[config.mk]
export PLATFORM = sky130hd
export DESIGN_NAME = reset_sequencer
export DESIGN_NICKNAME = d
export VERILOG_FILES = /design/src/rtl/rstseq_pkg.sv /design/src/rtl/rstseq_sync.sv /design/src/rtl/rstseq_phase_timer.sv /design/src/rtl/rstseq_route.sv /design/src/rtl/reset_sequencer.sv
export SDC_FILE = /design/constraint.sdc
export NUM_CORES = 1
export LEC_CHECK = 0
export ABC_AREA = 1
export BUFFER_PORTS_ARGS = -buffer_cell sky130_fd_sc_hd__buf_4
export CORE_MARGIN = 3
export CORE_UTILIZATION = 40
export CTS_CLUSTER_DIAMETER = 80
export DETAILED_ROUTE_END_ITERATION = 8
export GPL_ROUTABILITY_DRIVEN = 0
export GPL_TIMING_DRIVEN = 0
export PLACE_DENSITY = 0.73
export RECOVER_POWER = 25
export SYNTH_ARGS = -nofsm -noshare
export SYNTH_HDL_FRONTEND = slang
export SYNTH_SLANG_ARGS = --single-unit
export TNS_END_PERCENT = 1
[constraint.sdc]
create_clock -name clk -period 1.4 [get_ports clk]
set_input_delay 0.21 -clock clk [delete_from_list [all_inputs] [get_ports clk]]
set_output_delay 0.21 -clock clk [all_outputs]
set_load 0.02 [all_outputs]
[src/rtl/rstseq_pkg.sv]
package rstseq_pkg;

    typedef enum logic [2:0] {
        ST_PWR     = 3'd0,
        ST_FLASH   = 3'd1,
        ST_CFG     = 3'd2,
        ST_SETUP   = 3'd3,
        ST_MBIST   = 3'd4,
        ST_LBIST   = 3'd5,
        ST_RELEASE = 3'd6,
        ST_RUN     = 3'd7
    } seq_state_e;

    localparam logic [2:0] CLS_DESTR_BIST  = 3'd0;
    localparam logic [2:0] CLS_DESTR_PLAIN = 3'd1;
    localparam logic [2:0] CLS_EXT_LONG    = 3'd2;
    localparam logic [2:0] CLS_FUNC_LONG   = 3'd3;
    localparam logic [2:0] CLS_FUNC_SHORT  = 3'd4;

    typedef struct packed {
        seq_state_e state;
        logic       bist;    // path includes self-test
        logic       second;  // self-test already done on this path
        logic       fresh;   // first cycle in current state
        logic       err;     // sticky timeout flag
    } seq_regs_t;

endpackage

[src/rtl/rstseq_sync.sv]
module rstseq_sync #(
    parameter int STAGES = 2
) (
    input  logic clk,
    input  logic rst_n,
    input  logic d_in,
    output logic q_out
);
    localparam int LAST = STAGES - 1;

    logic [LAST:0] chain_q;

    generate
        if (STAGES == 1) begin : g_single
            always_ff @(posedge clk or negedge rst_n) begin
                if (!rst_n) chain_q <= 1'b0;
                else        chain_q <= d_in;
            end
        end else begin : g_multi
            always_ff @(posedge clk or negedge rst_n) begin
                if (!rst_n) chain_q <= '0;
                else        chain_q <= {chain_q[LAST-1:0], d_in};
            end
        end
    endgenerate

    assign q_out = chain_q[LAST];
endmodule

[src/rtl/rstseq_phase_timer.sv]
module rstseq_phase_timer #(
    parameter int LIMIT = 64
) (
    input  logic clk,
    input  logic rst_n,
    input  logic clear,
    input  logic run,
    output logic expired
);
    localparam int CW = (LIMIT < 2) ? 1 : $clog2(LIMIT);
    localparam logic [CW-1:0] TOP = CW'(LIMIT - 1);

    logic [CW-1:0] cnt_d, cnt_q;

    assign expired = run && (cnt_q == TOP);

    always_comb begin
        cnt_d = cnt_q;
        if (clear)
            cnt_d = '0;
        else if (run && !expired)
            cnt_d = cnt_q + 1'b1;
    end

    always_ff @(posedge clk or negedge rst_n) begin
        if (!rst_n) cnt_q <= '0;
        else        cnt_q <= cnt_d;
    end
endmodule

[src/rtl/rstseq_route.sv]
module rstseq_route
    import rstseq_pkg::*;
(
    input  logic [2:0]  trig_class,
    input  seq_state_e  cur_state,
    input  logic        cur_bist,
    input  logic        cur_second,
    output seq_state_e  entry_state,
    output logic        entry_bist,
    output seq_state_e  after_state,
    output logic        after_second
);
    // first stage and self-test choice of a newly requested class
    always_comb begin
        unique case (trig_class)
            CLS_DESTR_PLAIN: begin entry_state = ST_PWR;   entry_bist = 1'b0; end
            CLS_EXT_LONG:    begin entry_state = ST_PWR;   entry_bist = 1'b1; end
            CLS_FUNC_LONG:   begin entry_state = ST_FLASH; entry_bist = 1'b0; end
            CLS_FUNC_SHORT:  begin entry_state = ST_CFG;   entry_bist = 1'b0; end
            default:         begin entry_state = ST_PWR;   entry_bist = 1'b1; end
        endcase
    end

    // successor of the current stage once it completes
    always_comb begin
        after_second = cur_second;
        unique case (cur_state)
            ST_PWR:     after_state = ST_FLASH;
            ST_FLASH:   after_state = ST_CFG;
            ST_CFG:     after_state = (cur_bist && !cur_second) ? ST_SETUP : ST_RELEASE;
            ST_SETUP:   after_state = ST_MBIST;
            ST_MBIST:   after_state = ST_LBIST;
            ST_LBIST: begin
                after_state  = ST_FLASH;
                after_second = 1'b1;
            end
            ST_RELEASE: after_state = ST_RUN;
            default:    after_state = ST_RUN;
        endcase
    end
endmodule

[src/rtl/reset_sequencer.sv]
module reset_sequencer
    import rstseq_pkg::*;
#(
    parameter int TIMEOUT_CYC = 64,
    parameter int SYNC_STAGES = 2
) (
    input  logic       clk,
    input  logic       rst_n,
    input  logic       trig_valid,
    input  logic [2:0] trig_class,
    input  logic       pin_in,
    input  logic       pwr_done,
    input  logic       flash_done,
    input  logic       cfg_done,
    input  logic       mbist_done,
    input  logic       lbist_done,
    output logic       pin_drive_low,
    output logic       pwr_start,
    output logic       flash_start,
    output logic       cfg_start,
    output logic       st_setup_start,
    output logic       mbist_start,
    output logic       lbist_start,
    output logic       run_start,
    output logic       run_mode,
    output logic       timeout_err
);
    localparam seq_regs_t RESET_VAL = '{state: ST_PWR, bist: 1'b1, second: 1'b0,
                                        fresh: 1'b1, err: 1'b0};

    seq_regs_t  cur_q, nxt_d;
    logic       pin_hi;
    logic       stage_done;
    logic       waiting;
    logic       expired;
    seq_state_e entry_state, after_state;
    logic       entry_bist, after_second;

    rstseq_sync #(.STAGES(SYNC_STAGES)) u_pin_sync (
        .clk   (clk),
        .rst_n (rst_n),
        .d_in  (pin_in),
        .q_out (pin_hi)
    );

    rstseq_route u_route (
        .trig_class   (trig_class),
        .cur_state    (cur_q.state),
        .cur_bist     (cur_q.bist),
        .cur_second   (cur_q.second),
        .entry_state  (entry_state),
        .entry_bist   (entry_bist),
        .after_state  (after_state),
        .after_second (after_second)
    );

    // stages that wait on an external done strobe are the timed ones
    always_comb begin
        unique case (cur_q.state)
            ST_PWR:     begin stage_done = pwr_done;   waiting = 1'b1; end
            ST_FLASH:   begin stage_done = flash_done; waiting = 1'b1; end
            ST_CFG:     begin stage_done = cfg_done;   waiting = 1'b1; end
            ST_SETUP:   begin stage_done = 1'b1;       waiting = 1'b0; end
            ST_MBIST:   begin stage_done = mbist_done; waiting = 1'b1; end
            ST_LBIST:   begin stage_done = lbist_done; waiting = 1'b1; end
            ST_RELEASE: begin stage_done = pin_hi;     waiting = 1'b0; end
            default:    begin stage_done = 1'b0;       waiting = 1'b0; end
        endcase
    end

    rstseq_phase_timer #(.LIMIT(TIMEOUT_CYC)) u_timer (
        .clk     (clk),
        .rst_n   (rst_n),
        .clear   (nxt_d.fresh),
        .run     (waiting),
        .expired (expired)
    );

    always_comb begin
        nxt_d       = cur_q;
        nxt_d.fresh = 1'b0;
        if (trig_valid) begin
            nxt_d.state  = entry_state;
            nxt_d.bist   = entry_bist;
            nxt_d.second = 1'b0;
            nxt_d.fresh  = 1'b1;
        end else if (stage_done) begin
            nxt_d.state  = after_state;
            nxt_d.second = after_second;
            nxt_d.fresh  = 1'b1;
        end else if (expired) begin
            nxt_d.state  = ST_PWR;
            nxt_d.second = 1'b0;
            nxt_d.fresh  = 1'b1;
            nxt_d.err    = 1'b1;
        end
    end

    always_ff @(posedge clk or negedge rst_n) begin
        if (!rst_n) cur_q <= RESET_VAL;
        else        cur_q <= nxt_d;
    end

    assign pin_drive_low  = (cur_q.state != ST_RELEASE) && (cur_q.state != ST_RUN);
    assign pwr_start      = cur_q.fresh && (cur_q.state == ST_PWR);
    assign flash_start    = cur_q.fresh && (cur_q.state == ST_FLASH);
    assign cfg_start      = cur_q.fresh && (cur_q.state == ST_CFG);
    assign st_setup_start = cur_q.fresh && (cur_q.state == ST_SETUP);
    assign mbist_start    = cur_q.fresh && (cur_q.state == ST_MBIST);
    assign lbist_start    = cur_q.fresh && (cur_q.state == ST_LBIST);
    assign run_start      = cur_q.fresh && (cur_q.state == ST_RUN);
    assign run_mode       = (cur_q.state == ST_RUN);
    assign timeout_err    = cur_q.err;
endmodule

==> results.cfg, run 1 <==
[floorplanning]
fp.coreArea_sq_mm = 0.00225
die-area_sq_mm = 0.00304
start_util_pct = 42.8
die_height_um = 55.1
row_count = 17
fp.dieW_um = 55.1
num_io_pins = 22

[synth]
synthMostInstantiatedCell = nand2_1
synth_top_cell_by_area = dfrtp_1
async_flop_share_pct = 100
ys_warn_count = 0
synth_top_area_share_pct = 33.7
synth_edf_count = 0
synth_top_flop_cell = dfrtp_1
ys_seq_elements = 15
synth.area.top_cells = dfrtp_1, nand2_1, nand3_1
syn_area_sq_um = 966
seq_area_frac_synth_pct = 39.1
syn_area_per_cell_sq_um = 8.26
syn-num-nets = 130
ys_types = 29
netlist_instances = 117
synth_commonest_cells = nand2_1, nor2_1, dfrtp_1, nand3_1, inv_1

[routing]
wl_per_cell_um = 13.0
drt-total-wl_mm = 2.36
postRouteAntennaNets = 0
drt_iter0_markers = 14
viasPerCell = 5.06
vias = 915
drc = 0
drt_first_pass_iters = 4

[worst_setup_path]
critPathArrivalTime_ns = 1.40
required_ns = 1.19
start_kind = flop
worstSetupPathType = flop to output port
path_buf_inv = 4
critical_path.top_delay_family = buffers and inverters
path_cells = buf_6 -> inv_8 -> nor3_4 -> inv_1 -> nor2_1 -> buf_4
slowest_delay_ns = 0.35
crit_slowest_cell = dfrtp_1
cp-end-kind = output port
path_max_fanout = 6

[clock_network]
h-tree-depth = 1
cts-root-buf = clkbuf_4
cts_buffer_depth = 2
cts_buffers = 3
clkSlewWorstSetupHoldPaths_ns = 0.09
cts_sinks = 15
clock_latency_ns = 0.28
cts_tree = yes

[final_layout]
syn_to_final_growth_pct = 40.7
post-route-util_pct = 60.3
antenna_cells = 0
nFillCells = 205
drive_above_1_share_pct = 49.0
final_nets = 167

[timing]
skew_ns = 0.00175
slew_viol_final = 0
fin_crit_ns = 1.61
final-setup-viol-count = 16
post-route-period-util_pct = 115
tns_ns = -1.64
worstMarginPinSlew_ns = 0.821
rsz0062_at_grt = yes
fin_ws_ns = -0.208
relSlewSlack_pct = 45.2
timing.fmax_ghz = 0.622
hold_viol_final = 0

[pwr]
p_leak_uw = 0.000658
ir_worst_vdd_v = 0.00125
power_density_mw_per_mm2 = 1620
p_total_uw = 2210

[global_routing]
grt_max_degree = 16
grt_pass1_wl_mm = 3.73
antenna_found_initial = 0
first_global_vias = 895
grtUsageTotal_pct = 17.2
gr-total-overflow = 0

[run_status]
status = complete, but fails checks
violations = setup timing

[flow_run]
max-cap-violations = 0

[min_path]
hp-class = input pin to flop

[placement]
port_buffers = 21
hpwl_mm = 1.59
-- path summary, 6_finish.rpt --
check / to / slack (ns) / cells after the start / start
worst max-delay path: lbist_start / -0.21 / 6 / cur_q[4]$_DFFE_PN0P_
worst min-delay path: cur_q[4]$_DFFE_PN0P_ / 0.16 / 3 / trig_class[1]
worst max register to register: cur_q[4]$_DFFE_PN0P_ / -0.13 / 11 / cur_q[4]$_DFFE_PN0P_
worst min register to register: u_pin_sync.chain_q[1]$_DFF_PN0_ / 0.35 / 0 / u_pin_sync.chain_q[0]$_DFF_PN0_
max in group asynchronous: cur_q[6]$_DFFE_PN0P_ / 0.32 / 2 / rst_n
min in group asynchronous: u_timer.cnt_q[2]$_DFFE_PN0P_ / 0.53 / 2 / rst_n
-- cells by family (layout without fill, tap and decap cells) --
logic type / after synthesis / count (layout) / synth area share [%]
fa+ha+maj: 1 / 1 / 1.30
flops: 15 / 15 / 39.1
xor+xnor: 2 / 2 / 1.81
buf+inv: 17 / 53 / 7.12
compound gates: 8 / 8 / 5.96
simple gates: 74 / 74 / 44.7
-- metal layers --
metal  vias up  part of all wire, %  track usage (%)
met5         -                    0                0
met4         0                 0.47             7.29
met3         2                  4.8             2.41
met2        31                   53             30.1
met1       430                   42             20.8
li1        452                    -                -
-- cell type report --
| type | instances | area (sq um) | area share (%) |
|---|---|---|---|
| Timing Repair Buffer | 32 | 241 | 17.8 |
| Buffer | 2 | 22.5 | 1.66 |
| Inverter | 15 | 66.3 | 4.88 |
| Tap cell | 28 | 35.0 | 2.58 |
| Clock inverter | 1 | 5.00 | 0.368 |
| Multi-Input combinational cell | 85 | 587 | 43.2 |
| Clock buffer | 3 | 22.5 | 1.66 |
| Sequential cell | 15 | 379 | 27.9 |
-- worst min-delay path: cells and delay by family --
| kind | cells | cell delay [ns] |
|---|---|---|
| AND/OR/NAND/NOR | 2 | 0.11 |
| buffers and inverters | 1 | 0.09 |
-- power breakdown --
group | internal (uW) | switching (uW) | total (uW) | leakage, uW
Combinational | 558 | 831 | 1390 | 0.000447
Sequential | 522 | 49.3 | 572 | 0.000193
Clock | 106 | 141 | 247 | 0.0000177
-- flip-flops by register name (all words and copies together), names as in the netlist --
signal	cells
u_pin_sync.chain_q	2
cur_q	6
u_timer.cnt_q	6
timeout_err	1
-- placed cells by master, fill, tap and decap left out, types with 5 or more instances in the layout --
cell type / count
inv_2: 5
dfrtp_1: 12
buf_4: 29
nand2_1: 17
nand2_4: 5
nor2_1: 12
nand3_1: 12
nand2_2: 5
nor2_4: 6
inv_1: 8
-- stage by stage --
step	cell area, sq um	worst slack [ns]	hold WS, ns	std cells
after floorplan	966	-0.0726	-0.0856	117
after global placement	1160	-0.140	0.0753	166
after detailed placement	1160	-0.184	0.0784	166
after CTS	1310	-0.163	0.0167	177
after global routing	1360	-0.249	0.149	181
final	1360	-0.208	0.156	181
-- what timing repair did --
action,CTS,global route
endpoints found under the hold margin,15,1
buffers inserted,6,3
pin swaps,7,5
hold buffers,1,1
gates resized for setup,18,5
endpoints found under the setup margin,20,19
Note: power is estimated with default switching activity, not from simulation.
==> run 2, diff against run 1 <==
--- a/config.mk
+++ b/config.mk
@@ -8,13 +8,14 @@
 export ABC_AREA = 1
 export BUFFER_PORTS_ARGS = -buffer_cell sky130_fd_sc_hd__buf_4
 export CORE_MARGIN = 3
-export CORE_UTILIZATION = 40
+export CORE_UTILIZATION = 47
 export CTS_CLUSTER_DIAMETER = 80
 export DETAILED_ROUTE_END_ITERATION = 8
 export GPL_ROUTABILITY_DRIVEN = 0
 export GPL_TIMING_DRIVEN = 0
-export PLACE_DENSITY = 0.73
+export PLACE_DENSITY = 0.83
 export RECOVER_POWER = 25
+export SKIP_CTS_REPAIR_TIMING = 1
 export SYNTH_ARGS = -nofsm -noshare
 export SYNTH_HDL_FRONTEND = slang
 export SYNTH_SLANG_ARGS = --single-unit
==> results.cfg, run 2 (synthesis results as in run 1) <==
[run_status]
status = complete, but fails checks
violations = setup timing

[routing]
postRouteAntennaNets = 0
drt_iter0_markers = 17
drc = 0
drt_first_pass_iters = 4
wl_per_cell_um = 13.5
vias = 907
viasPerCell = 5.12
drt-total-wl_mm = 2.39

[floorplanning]
die-area_sq_mm = 0.00264
start_util_pct = 52.5
die_height_um = 51.3
num_io_pins = 22
fp.dieW_um = 51.3
fp.coreArea_sq_mm = 0.00184
row_count = 15

[timing]
relSlewSlack_pct = 47.6
fin_crit_ns = 1.64
fin_ws_ns = -0.236
hold_viol_final = 0
post-route-period-util_pct = 117
skew_ns = 0.00967
timing.fmax_ghz = 0.611
rsz0062_at_grt = yes
worstMarginPinSlew_ns = 0.786
final-setup-viol-count = 18
slew_viol_final = 0
tns_ns = -1.83

[final_layout]
final_cell_mix = buf_4, nand2_1, nor2_1, nand3_1, dfrtp_1
nFillCells = 157
fin_cells = 177
antenna_cells = 0
syn_to_final_growth_pct = 35.9
drive_above_1_share_pct = 48.7
multiInputGateArea_sq_um = 557
post-route-util_pct = 71.4
layout_commonest_cell = buf_4
final_nets = 166
top_regs = cur_q x6, u_timer.cnt_q x6, u_pin_sync.chain_q x2
final-seq-area_sq_um = 379

[pwr]
power_density_mw_per_mm2 = 1670
ir_worst_vdd_v = 0.000849
p_leak_uw = 0.000627

[global_routing]
first_global_vias = 784
antenna_found_initial = 0
grtUsageTotal_pct = 17.4
gr-total-overflow = 0
grt_pass1_wl_mm = 3.39
grt_max_degree = 16

[clock_network]
cts-root-buf = clkbuf_4
h-tree-depth = 1
cts_sinks = 15
cts_buffers = 3
cts_tree = yes
cts_buffer_depth = 2
clkSlewWorstSetupHoldPaths_ns = 0.09
clock_latency_ns = 0.29

[flow_run]
max-cap-violations = 0

[min_path]
hp-class = input pin to flop

[worst_setup_path]
start_kind = flop
required_ns = 1.19
slowest_delay_ns = 0.43
path_max_fanout = 4
cp-end-kind = output port
worstSetupPathType = flop to output port
crit_slowest_cell = dfrtp_1
path_cells = buf_2 -> nor4_1 -> buf_4
critPathArrivalTime_ns = 1.43

[placement]
pre_cts_slack_ns = -0.189
hpwl_mm = 1.58
port_buffers = 21
dpl.cell_count = 163
run 2: final timing paths:
| check | from | to | slack, ns | cells past startpoint |
|---|---|---|---|---|
| setup / recovery | cur_q[5]$_DFFE_PN0P_ | mbist_start | -0.24 | 3 |
| hold / removal | pin_in | u_pin_sync.chain_q[0]$_DFF_PN0_ | 0.05 | 1 |
| setup reg to reg | u_timer.cnt_q[0]$_DFFE_PN0P_ | cur_q[2]$_DFFE_PN0P_ | -0.12 | 8 |
| hold reg to reg | u_pin_sync.chain_q[0]$_DFF_PN0_ | u_pin_sync.chain_q[1]$_DFF_PN0_ | 0.35 | 0 |
| max in group asynchronous | rst_n | cur_q[6]$_DFFE_PN0P_ | 0.37 | 2 |
| min in group asynchronous | rst_n | cur_q[2]$_DFFE_PN0P_ | 0.49 | 2 |
run 2: routing by layer:
layer | GRT usage (%) | routed length, um | vias to the layer above
li1 | - | - | 454
met1 | 23.0 | 1090 | 420
met2 | 26.8 | 1160 | 28
met3 | 2.04 | 87 | 5
met4 | 11.4 | 51 | 0
met5 | 0 | 0 | -
run 2: critical path, delay by kind of cell (launching register included):
kind / cells / cell delay [ns]
buffers and inverters: 2 / 0.37
flip-flops: 1 / 0.43
AND/OR/NAND/NOR: 1 / 0.33
run 2: power breakdown:
group          internal (uW)  leakage (uW)  switching (uW)
registers                522      0.000193            67.8
logic                    544      0.000419             801
clock network            111     0.0000150             146
total                   1180      0.000627            1010
run 2: stage by stage:
step	power [uW]	hold WS (ns)	instance area, sq um
final	2190	0.0450	1310
after global routing	2330	0.0370	1310
after detailed placement	1660	0.0725	1150
after global placement	1620	0.0695	1150
after CTS	1920	-0.244	1180
after floorplan	1380	-0.0856	966
run 2: area by class of cell:
type                       count  area share, %
sequential                    15           28.9
timing repair buffer          31           17.7
inverter                      15           4.86
tap                           25           2.38
clock buffer                   4           2.00
buffer                         2           1.72
multi-input combinational     85           42.4
==> run 3, diff against run 2 <==
--- a/config.mk
+++ b/config.mk
@@ -16,6 +16,7 @@
 export PLACE_DENSITY = 0.83
 export RECOVER_POWER = 25
 export SKIP_CTS_REPAIR_TIMING = 1
+export SLEW_MARGIN = 40
 export SYNTH_ARGS = -nofsm -noshare
 export SYNTH_HDL_FRONTEND = slang
 export SYNTH_SLANG_ARGS = --single-unit
==> constraint.sdc (replaced) <==
create_clock -name clk -period 1.5 [get_ports clk]
set_input_delay 0.225 -clock clk [delete_from_list [all_inputs] [get_ports clk]]
set_output_delay 0.225 -clock clk [all_outputs]
set_load 0.02 [all_outputs]
==> results.cfg, run 3 (synthesis results as in run 1) <==
[floorplanning]
row_count = 15
fp.dieW_um = 51.3
die_height_um = 51.3
num_io_pins = 22
start_util_pct = 52.5
die-area_sq_mm = 0.00264
fp.coreArea_sq_mm = 0.00184

[routing]
drc = 0
drt_first_pass_iters = 4
drt_iter0_markers = 21
drt-total-wl_mm = 2.55
vias = 943
viasPerCell = 5.33
postRouteAntennaNets = 0
wl_per_cell_um = 14.4

[final_layout]
syn_to_final_growth_pct = 39.1
antenna_cells = 0
layout_commonest_cell = buf_4
drive_above_1_share_pct = 50.0
nFillCells = 150
top_regs = cur_q x6, u_timer.cnt_q x6, u_pin_sync.chain_q x2
final_nets = 166
final_cell_mix = buf_4, nand2_1, nor2_1, nand3_1, dfrtp_1
post-route-util_pct = 73.1
fin_cells = 177

[clock_network]
h-tree-depth = 1
cts-root-buf = clkbuf_4
clock_latency_ns = 0.30
cts_buffers = 3
cts_tree = yes
cts_sinks = 15
clkSlewWorstSetupHoldPaths_ns = 0.10
cts_buffer_depth = 2

[global_routing]
first_global_vias = 784
use_met1_pct = 23.0
busiest_layer = met2
grtUsageTotal_pct = 17.4
grt_use_met2_pct = 26.8
grt_max_degree = 16
gr-total-overflow = 0
use_met3_pct = 2.04
antenna_found_initial = 0
grt_pass1_wl_mm = 3.39

[worst_setup_path]
r2r_start = cur_q[4]$_DFFE_PN0P_
cp-end-kind = output port
worstSetupPathType = flop to output port
critPathArrivalTime_ns = 1.39
start_kind = flop
cp-startpoint = cur_q[6]$_DFFE_PN0P_
required_ns = 1.27
path_max_fanout = 9

[flow_run]
max-cap-violations = 0

[timing]
final-setup-viol-count = 14
fin_crit_ns = 1.61
fin_ws_ns = -0.114
slew_viol_final = 0
relSlewSlack_pct = 46.6
timing.hold.ws_ns = 0.0629
skew_ns = 0.0134
tns_ns = -0.642
rsz0062_at_grt = yes
hold_viol_final = 0
post-route-period-util_pct = 108
worstMarginPinSlew_ns = 0.802
timing.fmax_ghz = 0.619

[min_path]
hp-class = input pin to flop
min_from = pin_in

[pwr]
ir_worst_vdd_v = 0.000883
power_density_mw_per_mm2 = 1580
p_leak_uw = 0.000643

[placement]
dpl.cell_count = 163
port_buffers = 21
hpwl_mm = 1.58

[run_status]
violations = setup timing
status = complete, but fails checks
## run 3: cell counts in the layout (fill, tap and decap cells not counted)
No cell type changed its count.
## run 3: path summary, 6_finish.rpt
| check | depth (start not counted) | end | slack, ns |
|---|---|---|---|
| setup / recovery | 5 | lbist_start | -0.11 |
| hold / removal | 1 | u_pin_sync.chain_q[0]$_DFF_PN0_ | 0.06 |
| setup reg to reg | 11 | timeout_err$_DFFE_PN0P_ | -0.04 |
| hold reg to reg | 0 | u_pin_sync.chain_q[1]$_DFF_PN0_ | 0.36 |
| max in group asynchronous | 2 | cur_q[6]$_DFFE_PN0P_ | 0.44 |
| min in group asynchronous | 2 | cur_q[2]$_DFFE_PN0P_ | 0.51 |
## run 3: critical path, cell delays in order, from the launching register on
cell and delay, ns:
dfrtp_2 0.46, inv_6 0.08, nor3_4 0.23, inv_2 0.07, nor2_2 0.13, buf_6 0.13
## run 3: layout make-up
cell class	count	area (sq um)	share of cell area, %
Tap cell	25	31.3	2.33
Sequential cell	15	379	28.2
Timing Repair Buffer	31	245	18.2
Clock buffer	4	26.3	1.96
Buffer	2	22.5	1.68
Inverter	15	66.3	4.93
Multi-Input combinational cell	85	573	42.6
## run 3: routing by layer
| metal | wire (um) | vias up |
|---|---|---|
| met1 | 1050 | 434 |
| met5 | 0 | - |
| met4 | 103 | 0 |
| met3 | 137 | 12 |
| li1 | - | 456 |
| met2 | 1260 | 41 |
## run 3: power by group
group / total (uW) / switching (uW) / internal, uW
Sequential: 551 / 63.7 / 487
Clock: 244 / 140 / 104
Combinational: 1330 / 791 / 540
Total: 2130 / 994 / 1130
## run 3: through the flow
| step | cell area [sq um] | power [uW] | worst slack, ns |
|---|---|---|---|
| finish | 1340 | 2130 | -0.114 |
| global route | 1340 | 2240 | -0.171 |
| CTS | 1180 | 1790 | -0.249 |
| detailed placement | 1150 | 1550 | -0.0885 |
| global placement | 1150 | 1510 | -0.0429 |
| floorplan | 966 | 1290 | 0.0124 |
